### config.mk
export PLATFORM = sky130hd
export DESIGN_NAME = dual_usec_timer
export DESIGN_NICKNAME = d
export VERILOG_FILES = /design/src/rtl/usec_timer_pkg.sv /design/src/rtl/usec_tick_gen.sv /design/src/rtl/interval_unit.sv /design/src/rtl/dual_usec_timer.sv
export SDC_FILE = /design/constraint.sdc
export NUM_CORES = 1
export LEC_CHECK = 0
export BUFFER_PORTS_ARGS = -buffer_cell sky130_fd_sc_hd__buf_2
export CAP_MARGIN = 20
export CORE_ASPECT_RATIO = 1.1
export CORE_MARGIN = 5
export CORE_UTILIZATION = 55
export CTS_BUF_LIST = sky130_fd_sc_hd__clkbuf_8 sky130_fd_sc_hd__clkbuf_16
export DETAILED_ROUTE_END_ITERATION = 16
export PLACE_DENSITY = 0.86
export SYNTH_ARGS = -nofsm -noshare
export SYNTH_HDL_FRONTEND = slang
export SYNTH_SLANG_ARGS = --single-unit
### constraint.sdc
create_clock -name clk -period 4.6 [get_ports clk]
set_clock_uncertainty 0.15 [all_clocks]
set_input_delay 0.69 -clock clk [delete_from_list [all_inputs] [get_ports clk]]
set_output_delay 0.69 -clock clk [all_outputs]
set_load 0.01 [all_outputs]
### src/rtl/usec_timer_pkg.sv
package usec_timer_pkg;
  localparam int DATA_W   = 32;
  localparam int ADDR_W   = 4;
  localparam int CNT_W    = 21;
  localparam int CNT_LSB  = 10;
  localparam int FLAG_BIT = DATA_W - 1;
  localparam int NUM_TMR  = 2;
  localparam logic [CNT_W-1:0] CNT_ONE = CNT_W'(1);
  localparam logic [CNT_W-1:0] CNT_MAX = {CNT_W{1'b1}};

  typedef struct packed {
    logic             flag;
    logic [CNT_W-1:0] value;
    logic [CNT_LSB-1:0] zero;
  } tmr_word_t;

  function automatic logic [DATA_W-1:0] pack_word(input logic flag,
                                                  input logic [CNT_W-1:0] value);
    tmr_word_t w;
    w.flag  = flag;
    w.value = value;
    w.zero  = '0;
    return w;
  endfunction
endpackage

### src/rtl/usec_tick_gen.sv
module usec_tick_gen #(
  parameter int DIV = 50
) (
  input  logic clk,
  input  logic rst,
  output logic tick_o
);
  localparam int PC_W = (DIV > 1) ? $clog2(DIV) : 1;

  generate
    if (DIV > 1) begin : g_div
      logic [PC_W-1:0] pc_q;
      logic            wrap;
      assign wrap   = (pc_q == PC_W'(DIV - 1));
      assign tick_o = wrap;

      always_ff @(posedge clk) begin
        if (rst)       pc_q <= '0;
        else if (wrap) pc_q <= '0;
        else           pc_q <= pc_q + PC_W'(1);
      end

      p_tick_single_r4: assert property (@(posedge clk) disable iff (rst)
        tick_o |=> !tick_o);
      p_pc_bound_r4: assert property (@(posedge clk) disable iff (rst)
        pc_q <= PC_W'(DIV - 1));
    end else begin : g_pass
      assign tick_o = !rst;
    end
  endgenerate
endmodule

### src/rtl/interval_unit.sv
module interval_unit
  import usec_timer_pkg::*;
(
  input  logic             clk,
  input  logic             rst,
  input  logic             tick,
  input  logic             lim_wr,
  input  logic [CNT_W-1:0] lim_wdata,
  input  logic             rd_clr,
  output logic [CNT_W-1:0] cnt_q,
  output logic [CNT_W-1:0] lim_q,
  output logic             flag_q
);
  logic [CNT_W:0] cnt_inc;
  logic           hit;

  assign cnt_inc = {1'b0, cnt_q} + (CNT_W+1)'(1);
  assign hit     = tick && (cnt_inc >= {1'b0, lim_q});

  always_ff @(posedge clk) begin
    if (rst) begin
      cnt_q  <= CNT_ONE;
      lim_q  <= CNT_MAX;
      flag_q <= 1'b0;
    end else if (lim_wr) begin
      lim_q  <= lim_wdata;
      cnt_q  <= CNT_ONE;
      flag_q <= 1'b0;
    end else begin
      if (hit)       cnt_q <= CNT_ONE;
      else if (tick) cnt_q <= cnt_inc[CNT_W-1:0];
      if (hit)         flag_q <= 1'b1;
      else if (rd_clr) flag_q <= 1'b0;
    end
  end

  p_cnt_nonzero_r5: assert property (@(posedge clk) disable iff (rst)
    cnt_q != '0);
  p_cnt_below_lim_r5: assert property (@(posedge clk) disable iff (rst)
    (lim_q > CNT_ONE) |-> (cnt_q < lim_q));
  p_reload_r5: assert property (@(posedge clk) disable iff (rst)
    (hit && !lim_wr) |=> (cnt_q == CNT_ONE) && flag_q);
  p_hold_r4: assert property (@(posedge clk) disable iff (rst)
    (!tick && !lim_wr) |=> $stable(cnt_q) && $stable(lim_q));
  p_sticky_r6: assert property (@(posedge clk) disable iff (rst)
    (flag_q && !rd_clr && !lim_wr) |=> flag_q);
  p_rdclr_r7: assert property (@(posedge clk) disable iff (rst)
    (rd_clr && !hit && !lim_wr) |=> !flag_q);
  p_race_r8: assert property (@(posedge clk) disable iff (rst)
    (rd_clr && hit && !lim_wr) |=> flag_q);
  p_limwr_r9: assert property (@(posedge clk) disable iff (rst)
    lim_wr |=> (cnt_q == CNT_ONE) && !flag_q && (lim_q == $past(lim_wdata)));
endmodule

### src/rtl/dual_usec_timer.sv
module dual_usec_timer
  import usec_timer_pkg::*;
#(
  parameter int CLK_PER_US = 50
) (
  input  logic              clk,
  input  logic              rst,
  input  logic              bus_sel,
  input  logic              bus_we,
  input  logic [ADDR_W-1:0] bus_addr,
  input  logic [DATA_W-1:0] bus_wdata,
  output logic [DATA_W-1:0] bus_rdata,
  output logic              irq_t0,
  output logic              irq_t1
);
  logic             tick;
  logic             rd_req, wr_req, is_lim, tsel;
  logic [CNT_W-1:0] cnt_a  [NUM_TMR];
  logic [CNT_W-1:0] lim_a  [NUM_TMR];
  logic             flag_a [NUM_TMR];
  logic [DATA_W-1:0] rd_word;
  logic             unused_bits;

  assign rd_req = bus_sel && !bus_we;
  assign wr_req = bus_sel && bus_we;
  assign tsel   = bus_addr[3];
  assign is_lim = bus_addr[2];
  assign unused_bits = ^{bus_wdata[FLAG_BIT], bus_wdata[CNT_LSB-1:0], bus_addr[1:0]};

  usec_tick_gen #(.DIV(CLK_PER_US)) u_tick (
    .clk    (clk),
    .rst    (rst),
    .tick_o (tick)
  );

  generate
    for (genvar i = 0; i < NUM_TMR; i++) begin : g_tmr
      logic hit_sel;
      assign hit_sel = (tsel == 1'(i));
      interval_unit u_unit (
        .clk       (clk),
        .rst       (rst),
        .tick      (tick),
        .lim_wr    (wr_req && is_lim && hit_sel),
        .lim_wdata (bus_wdata[CNT_LSB +: CNT_W]),
        .rd_clr    (rd_req && !is_lim && hit_sel),
        .cnt_q     (cnt_a[i]),
        .lim_q     (lim_a[i]),
        .flag_q    (flag_a[i])
      );
    end
  endgenerate

  always_comb begin
    if (is_lim) rd_word = pack_word(1'b0, lim_a[tsel]);
    else        rd_word = pack_word(flag_a[tsel], cnt_a[tsel]);
  end

  always_ff @(posedge clk) begin
    if (rst)         bus_rdata <= '0;
    else if (rd_req) bus_rdata <= rd_word;
  end

  assign irq_t0 = flag_a[0];
  assign irq_t1 = flag_a[1];

  p_rd_hold_r2: assert property (@(posedge clk) disable iff (rst)
    !rd_req |=> $stable(bus_rdata));
  p_low_zero_r3: assert property (@(posedge clk) disable iff (rst)
    bus_rdata[CNT_LSB-1:0] == '0);
  p_lim_msb_r3: assert property (@(posedge clk) disable iff (rst)
    (rd_req && is_lim) |=> !bus_rdata[FLAG_BIT]);
  p_cnt_wr_ignored_r10: assert property (@(posedge clk) disable iff (rst)
    (wr_req && !is_lim && !tick) |=> $stable(cnt_a[0]) && $stable(cnt_a[1]));
endmodule

Word level (Yosys, flattened, before mapping) --
Cells that the tools add are included. W data, S select, Z words.
Word-level totals: memory bits (writable) 0, flip-flop bits (word level) 124, memories 0, memory bits (read-only) 0, bits in latches 0
Cells by class: divide/modulo/power cells 0, mux-type cells 14, equal/unequal tests 1, multipliers 0, shifts and indexed selects 0, reductions and logical operators 19, add/subtract/negate cells 3, magnitude comparators 3, bitwise logic cells 2
Operators by type and width (number):
- $mux W21 | 6
- $add A21 B1 Y22 const B | 2
- $ge A22 B21 Y1 | 2
- $mux W32 | 1
- $logic_and A1 B1 Y1 | 10
- $mux W1 | 7
- $add A6 B1 Y6 const B | 1
- $eq A6 B6 Y1 const B | 1
- $reduce_or A2 Y1 | 3
- $reduce_or A3 Y1 | 2
- $reduce_bool A2 Y1 | 2
- $ge A2 B2 Y1 const B | 1
- $logic_not A1 Y1 | 2
- $not A1 Y2 | 1
- $not A1 Y1 | 1

Longest topological paths before layout --
Gate-level depths: netlist of the first run.
depth after elaboration 6, gate-level depth with buffers 16, mapped depth without buffers 14

Modules after synthesis --
Synthesis of the first run repeated with hierarchy kept, for this count alone.
Unflattened totals: cell total of the unflattened synthesis 803, area, all modules 6894.1 µm²
Modules (own cells, without submodules):
- interval_unit | area each 2630.0 µm², cells an instance 317, seq. area each 860.8 µm², times used 2
- dual_usec_timer | area each 1378.8 µm², cells an instance 142, seq. area each 440.4 µm², times used 1
- usec_tick_gen | area each 255.2 µm², cells an instance 27, seq. area each 120.1 µm², times used 1

Worst setup path before layout of the first run --
Ideal clock, no wire load.
path kind reg2reg, start register g_tmr[1].u_unit.cnt_q[0], end register g_tmr[1].u_unit.cnt_q[16], setup slack 1.190 ns, required time 4.333 ns, arrival 3.144 ns, library setup time 0.117 ns, clock period less this slack 3.410 ns, cell stages (with the launch flop) 16, cell sequence dfxtp_1 ha_1 inv_1 or3_1 nor2_2 nand3_1 xnor2_1 ha_1 and3_1 nand2_1 a211o_1 a41o_1 and3_1 buf_6 buf_8 a22o_1
On the way: word-level cells in the longest chain between the ends 4
Ends and longest elaborated chain:
- start, declared | RTL line interval_unit.sv:10 | output logic [CNT_W-1:0] cnt_q,
- start signal, assigned | RTL line interval_unit.sv:31 | else if (tick) cnt_q <= cnt_inc[CNT_W-1:0];
- $add A21 B1 Y22 | RTL line interval_unit.sv:17 | assign cnt_inc = {1'b0, cnt_q} + (CNT_W+1)'(1);
- via g_tmr[1].u_unit.cnt_inc[18] | RTL line interval_unit.sv:14 | logic [CNT_W:0] cnt_inc;
- $ge A22 B21 Y1 | RTL line interval_unit.sv:18 | assign hit = tick && (cnt_inc >= {1'b0, lim_q});
- $logic_and A1 B1 Y1 | RTL line interval_unit.sv:18
- $reduce_or A3 Y1 (no line)
The timed path passes the listed nets, and every way through them passes these cells. A chain may end at the register's enable or synchronous reset.

Worst setup path after layout of the first run --
start register g_tmr[1].u_unit.cnt_q[0], end register g_tmr[1].u_unit.cnt_q[2]
Same word-level chain as after synthesis.

==> results of run 1 <==
-- synth_stat cells, types with 7 or more instances --
master	n
a211o_1	42
a21o_1	7
a21oi_1	35
a22o_1	28
and3_1	7
and4_1	10
buf_2	12
buf_4	10
clkbuf_1	24
dfxtp_1	114
ha_1	46
inv_1	47
mux4_2	20
nand2_1	76
nand2b_1	7
nand3_1	26
nand4_1	14
nor2_1	69
nor4_1	7
o21ai_0	8
xnor2_1	25
xor2_1	13
-- final timing paths --
kind | to | from
min reg2reg | bus_rdata[20] | bus_rdata[20]
min | bus_rdata[20] | bus_rdata[20]
max reg2reg | g_tmr[1].u_unit.cnt_q[2] | g_tmr[1].u_unit.cnt_q[0]
max | g_tmr[1].u_unit.cnt_q[2] | g_tmr[1].u_unit.cnt_q[0]
-- cell families (layout without fill, tap and decap cells) --
group | Yosys count | count (layout) | synth area share, %
other | 1 | 10 | 0.0564
AOI/OAI and AO/OA | 157 | 157 | 18.2
adders and majority gates | 46 | 46 | 8.66
DFF | 114 | 114 | 34.3
buffers and inverters | 102 | 136 | 6.99
and+or+nand+nor | 251 | 251 | 19.3
muxes | 23 | 23 | 7.49
xor gates and xnor gates | 38 | 38 | 5.01
-- critical path, cell delays in order (launching register included) --
cell and delay, ns:
dfxtp_1 0.44, ha_1 0.28, inv_1 0.09, or3_1 0.47, nor2_2 0.21, and2_1 0.21, xor2_1 0.18, ha_1 0.27
and3_1 0.20, a221oi_1 0.40, o211ai_1 0.38, o41ai_1 0.50, a22o_1 0.21
-- where the power goes --
group | switching [W] | leakage, nW | internal [W] | total [W]
sequential | 0.0000260 | 0.927 | 0.00102 | 0.00105
clock | 0.000433 | 0.298 | 0.000868 | 0.00130
combinational | 0.000121 | 2.25 | 0.0000866 | 0.000208
total | 0.000581 | 3.47 | 0.00197 | 0.00256
-- state kept, by name, indices dropped and copies added, names as in the netlist --
name / flops
g_tmr.u_unit.cnt_q: 42
g_tmr.u_unit.lim_q: 42
bus_rdata: 22
u_tick.g_div.pc_q: 6
g_tmr.u_unit.flag_q: 2
-- layer usage --
metal / vias to the layer above / global-route usage, % / part of all wire (%)
li1: 2705 / - / -
met3: 43 / 5.75 / 7.0
met1: 2736 / 31.0 / 43
met4: 0 / 10.3 / 2.9
met5: - / 0 / 0
met2: 226 / 36.9 / 47
-- cell type report --
class                      count  area share (%)
multi-input combinational    525            52.5
sequential                   114            30.4
timing repair buffer          60            4.34
clock buffer                  23            6.77
inverter                      47            2.35
clock inverter                 6            1.05
tap                          154            2.57
-- metrics by stage --
stage / instances / cell area (um^2) / setup WS (ns) / hold WS (ns) / util, %
final: 929 / 7500 / 0.558 / 0.301 / 62.9
after global routing: 929 / 7500 / 0.313 / 0.324 / 62.9
after detailed placement: 900 / 6910 / 0.688 / 0.298 / 58.0
after CTS: 929 / 7500 / 0.629 / 0.304 / 62.9
after floorplan: 741 / 6680 / 1.19 / 0.283 / -
after global placement: 900 / 6910 / 0.765 / 0.291 / 58.0
==> results.md, run 1 <==
- Period utilization: 87.9%
- Post-synth EDFFs: 0
- Async S/R FF share, synth: 0%
- Post-Syn Instances: 732
- Final Hold Viols: 0
- Footprint of the multi-input gates: 3940 um^2
- Leading cell types in the layout, fill and taps excluded: 114 x dfxtp_1, 76 x nand2_1, 67 x nor2_1
- CTS tree: yes
- Via count: 5,710
- Ys flop type: dfxtp_1
- Initial antenna violation count: 0
- CP arrival: 4.25 ns
- Max Freq: 0.247 GHz
- CTS Sinks: 114
- Die Height: 125 um
- Initial Utilization: 55.7%
- Ys Warns: 0
- Max Slew Vio Count: 0
- Worst-path clk slew: 0.05 ns
- Cell taking the most area after synthesis: dfxtp_1
- Power per Cell Area: 341 nW/um^2
- Initial DRC Count: 407
- RSZ-0062 raised after global routing: false
- Site row count: 42
- GRT overflow: 0
- Post-DP HPWL: 12.1 mm
- CTS resizes: 0
- DR WL/cell: 18.2 um
- Storage element area: 2280 um^2
- Sequential fraction of the synthesis area: 34.3%
- Pin count of the biggest net entering global routing: 44
- # diodes: 0
- Residual DRC: 0
- Area of the die: 14,400 um^2
- MaxCap Viol Count: 0
- Final-layout fill cell count: 957
- Setup CP Type: reg2reg
- Max clock buf depth: 2
- Final net count: 851
- GPL Wtd Cong: 0.931
- Final Critical Period: 4.04 ns
- CP Max Fanout: 7
- Worst-Skew Late Latency: 0.41 ns
- Clock H-tree levels: 4
- Element type at the critical path end: flip-flop
- Final setup fails: 0
- Total power: 0.00256 W
- DR vias/cell: 6.15
- CTS buffer count: 17
- Layout area overhead: 12.9%
- Die width: 115 um
- CP required: 4.80 ns
- Leak: 3.47 nW
- # port buffers: 50
- CTS Hold Bufs: 0
- #FFs+latches synth: 114
- CP Launch Type: flip-flop
- Vias in the first global route: 5,384
- Worst r2r path cells: 12
- Clock Tree Root: clkbuf_16
- Top-area cell type share of the netlist area: 34.3%
- Hold path cells: 2
- Setup bufs post-CTS: 0
- Setup TNS: 0 ns
- GRT Util Overall: 23.6%
- Post-Route WL: 16.9 mm
- Antenna-violating nets left: 0
- Synth area leaders: dfxtp_1 34%, ha_1 8.7%, mux4_2 6.8%
- I/O pin count: 74
- Commonest non-fill, non-tap cell in the layout: dfxtp_1
- Layout cells sized above 1: 16.9%
- Synth unique cells: 64
- Least-Margin Pin Slew: 1.03 ns
- Min-delay worst type: reg2reg
- Synth Area per Inst: 9.08 um^2
- Synthesized cell area: 6650 um^2
- Status: completed
- Core ar.: 11,900 um^2
- Worst slew margin: 30.8%
- Drt pass-1 iters: 7
- R2R Setup Slk: 0.56 ns
- Peak VDD IR: 0.228 mV
- First-pass GRT wire length: 26.8 mm
Note: power is estimated with default switching activity, not from simulation.
==> inputs of run 2 (changes only) <==
PLACE_DENSITY = 0.85   (was 0.86)
SYNTH_HIERARCHICAL = 1   (was not set)
==> run 2 against run 1 <==
Against the previous run:
- wire length is 2.3% higher
- area after synthesis up 3.7%
- first-iteration DRC count is 3.9% higher
- critical endpoint is now g_tmr[0].u_unit/cnt_q[16]
- clock power grew 7%
- clock-buffer cell count is 3 lower
- global-route usage fell by 0.22 points
- synthesized cell count up 9.7%
- core utilization shrank 0.67 points
- die area is 3.4% higher
- power is 1.9% higher
- non-clock buffer count fell by 1
- cell count grew 7.6%
==> results.md, run 2 <==
- CP Launch Type: flip-flop
- Synth unique cells: 55
- Reg2reg start: g_tmr[0].u_unit/cnt_q[0]
- Element type at the critical path end: flip-flop
- Synth Area per Inst: 8.59 um^2
- Setup CP Type: reg2reg
- CTS Hold Bufs: 0
- CP Max Fanout: 27
- Drt pass-1 iters: 5
- Peak VDD IR: 0.201 mV
- Critical path cell sequence: ha_1 -> nand4_1 -> nor4_1 -> buf_4 -> nand3_1 -> xnor2_1 -> ha_1 -> nand3_1 -> nor3_1 -> a311oi_1 -> o211a_1 -> buf_4 -> nand4b_1 -> a31oi_1
- # port buffers: 50
- Status: completed
- DR vias/cell: 6.12
- Min-delay worst type: reg2reg
- Pin count of the biggest net entering global routing: 69
- Leak: 3.58 nW
- Residual DRC: 0
- CP required: 4.79 ns
- P_sw: 0.000580 W
- Worst slew margin: 30.0%
- Post-Syn Instances: 803
- Startpoint of the worst hold path: bus_rdata[21]
- CTS Sinks: 114
- Hold path cells: 1
- Most frequent cells after synthesis: 114 x dfxtp_1, 65 x nand2_1, 56 x nand3_1
- Worst-path clk slew: 0.06 ns
- Clock Tree Root: clkbuf_16
- Hold Crit Endpoint: bus_rdata[21]
- Die Height: 127 um
- Worst r2r path cells: 14
- Clock share of power: 53.5%
- Via count: 6,123
- Antenna-violating nets left: 0
- Post-Route WL: 17.3 mm
- Post-DP HPWL: 11.9 mm
- Layout area overhead: 12.1%
- Max clock buf depth: 2
- Setup TNS: 0 ns
- Die width: 117 um
- Post-synth EDFFs: 0
- WHS: 0.295 ns
- MaxCap Viol Count: 0
- Cell taking the most area after synthesis: dfxtp_1
- Worst path max stage delay: 0.49 ns
- Final Hold Viols: 0
- Layout cells sized above 1: 12.9%
- Max Slew Vio Count: 0
- DR WL/cell: 17.3 um
- First-pass GRT wire length: 27.9 mm
- Synthesized cell area: 6890 um^2
- Worst reg2reg endpoint: g_tmr[0].u_unit/cnt_q[16]
- I/O pin count: 74
- Initial antenna violation count: 0
- CTS tree: yes
- Core ar.: 12,400 um^2
- #FFs+latches synth: 114
- Synth area leaders: dfxtp_1 33%, ha_1 8.3%, mux2i_1 6.4%
- Final net count: 917
- Sw frac: 22.3%
- Max Freq: 0.255 GHz
- Top-count cell post-synth: dfxtp_1
- Commonest non-fill, non-tap cell in the layout: dfxtp_1
- Clock H-tree levels: 4
- Top-area cell type share of the netlist area: 33.1%
- Async S/R FF share, synth: 0%
- Ys Warns: 6
- # diodes: 0
- GRT overflow: 0
- CTS buffer count: 17
- Worst-Skew Late Latency: 0.42 ns
- Final Core Density: 62.2%
- Pint: 0.00202 W
- Period utilization: 85.4%
- Combinational power share: 6.4%
- Area of the die: 14,900 um^2
- GRT Util Overall: 23.4%
- Sequential power share: 40.1%
- CTS resizes: 0
- CP arrival: 4.12 ns
- Vias in the first global route: 5,628
- Crit-path slowest cell: dfxtp_1
- Site row count: 43
- Initial DRC Count: 423
- Largest regs: g_tmr.u_unit/cnt_q: 42 flops, g_tmr.u_unit/lim_q: 42 flops, bus_rdata: 22 flops
- Power per Cell Area: 337 nW/um^2
- Final Critical Period: 3.93 ns
- RSZ-0062 raised after global routing: false
- Least-Margin Pin Slew: 1.05 ns
- Final setup fails: 0
- Ys flop type: dfxtp_1
- R2R Setup Slk: 0.67 ns
- Sequential fraction of the synthesis area: 33.1%
- Setup bufs post-CTS: 0
- GPL Wtd Cong: 0.922
- Initial Utilization: 55.5%
- Leading cell types in the layout, fill and taps excluded: 114 x dfxtp_1, 65 x nand2_1, 56 x nand3_1
==> run 2: cell types whose count changed after synthesis, sizes merged, moves of 14 or more <==
cell,change
a21o,+14
o211ai,+39
a22o,-28
a31oi,+17
o22ai,+21
mux2i,+43
nand3,+31
nand2b,+31
a211o,-42
mux4,-21
nor2,-33
==> run 2: per-stage QoR <==
step                      worst slack [ns]  instances  total power [W]  instance area [um^2]
final                                0.671       1000          0.00260                  7730
after global routing                 0.364       1000          0.00268                  7730
after floorplan                       1.38        812          0.00117                  6930
after detailed placement             0.741        969          0.00122                  7100
after global placement               0.872        969          0.00122                  7100
after CTS                            0.718       1000          0.00261                  7730
==> run 2: power by group through the flow <==
stage	clock network (W)	registers (W)	logic [W]
final	0.00139	0.00104	0.000167
after global routing	0.00145	0.00105	0.000182
after CTS	0.00140	0.00104	0.000165
after detailed placement	0	0.00106	0.000162
after global placement	0	0.00106	0.000158
after floorplan	0	0.00106	0.000113
==> run 2: per-layer routing <==
layer | GRT usage [%] | wire [um] | part of all wire (%) | up-vias
met3 | 4.88 | 1120 | 6.5 | 45
met1 | 30.7 | 7370 | 43 | 2899
li1 | - | - | - | 2936
met4 | 9.99 | 518 | 3.0 | 0
met2 | 37.1 | 8260 | 48 | 243
met5 | 0 | 0 | 0 | -
==> run 2: cells by family after synthesis <==
group                      Yosys count  share of synthesized area [%]
AOI/OAI and AO/OA                  162                           15.6
buffers and inverters              109                           7.71
adders and majority gates           46                           8.35
and+or+nand+nor                    285                           23.4
xor gates and xnor gates            41                           5.21
other                                1                         0.0544
DFF                                114                           33.1
muxes                               45                           6.55
==> run 2: layout make-up <==
type / count / area (um^2)
Timing Repair Buffer: 59 / 318
Sequential cell: 114 / 2280
Clock inverter: 11 / 160
Clock buffer: 20 / 467
Fill cell: 976 / 4700
Tap cell: 157 / 196
Multi-Input combinational cell: 589 / 4120
Inverter: 50 / 188
==> run 2: worst max-delay path: cells and delay by family (launching register included) <==
kind                     cells  cell delay (ns)
adder cells (fa/ha/maj)      2             0.61
AO/OA/AOI/OAI                3             0.78
AND/OR/NAND/NOR              6             1.08
buffers and inverters        2             0.50
flip-flops                   1             0.49
XOR/XNOR                     1             0.24
==> run 2: how the worst max path moves through the flow <==
stage               cells after the start                startpoint                        end  slack, ns
floorplan                              12  g_tmr[1].u_unit/cnt_q[0]   g_tmr[1].u_unit/cnt_q[5]       1.38
global placement                       12  g_tmr[0].u_unit/cnt_q[0]   g_tmr[0].u_unit/cnt_q[0]       0.87
detailed placement                     12  g_tmr[0].u_unit/cnt_q[0]  g_tmr[0].u_unit/cnt_q[16]       0.74
CTS                                    12  g_tmr[0].u_unit/cnt_q[0]  g_tmr[0].u_unit/cnt_q[16]       0.72
global route                           14  g_tmr[0].u_unit/cnt_q[0]   g_tmr[0].u_unit/cnt_q[3]       0.36
finish                                 14  g_tmr[0].u_unit/cnt_q[0]  g_tmr[0].u_unit/cnt_q[16]       0.67
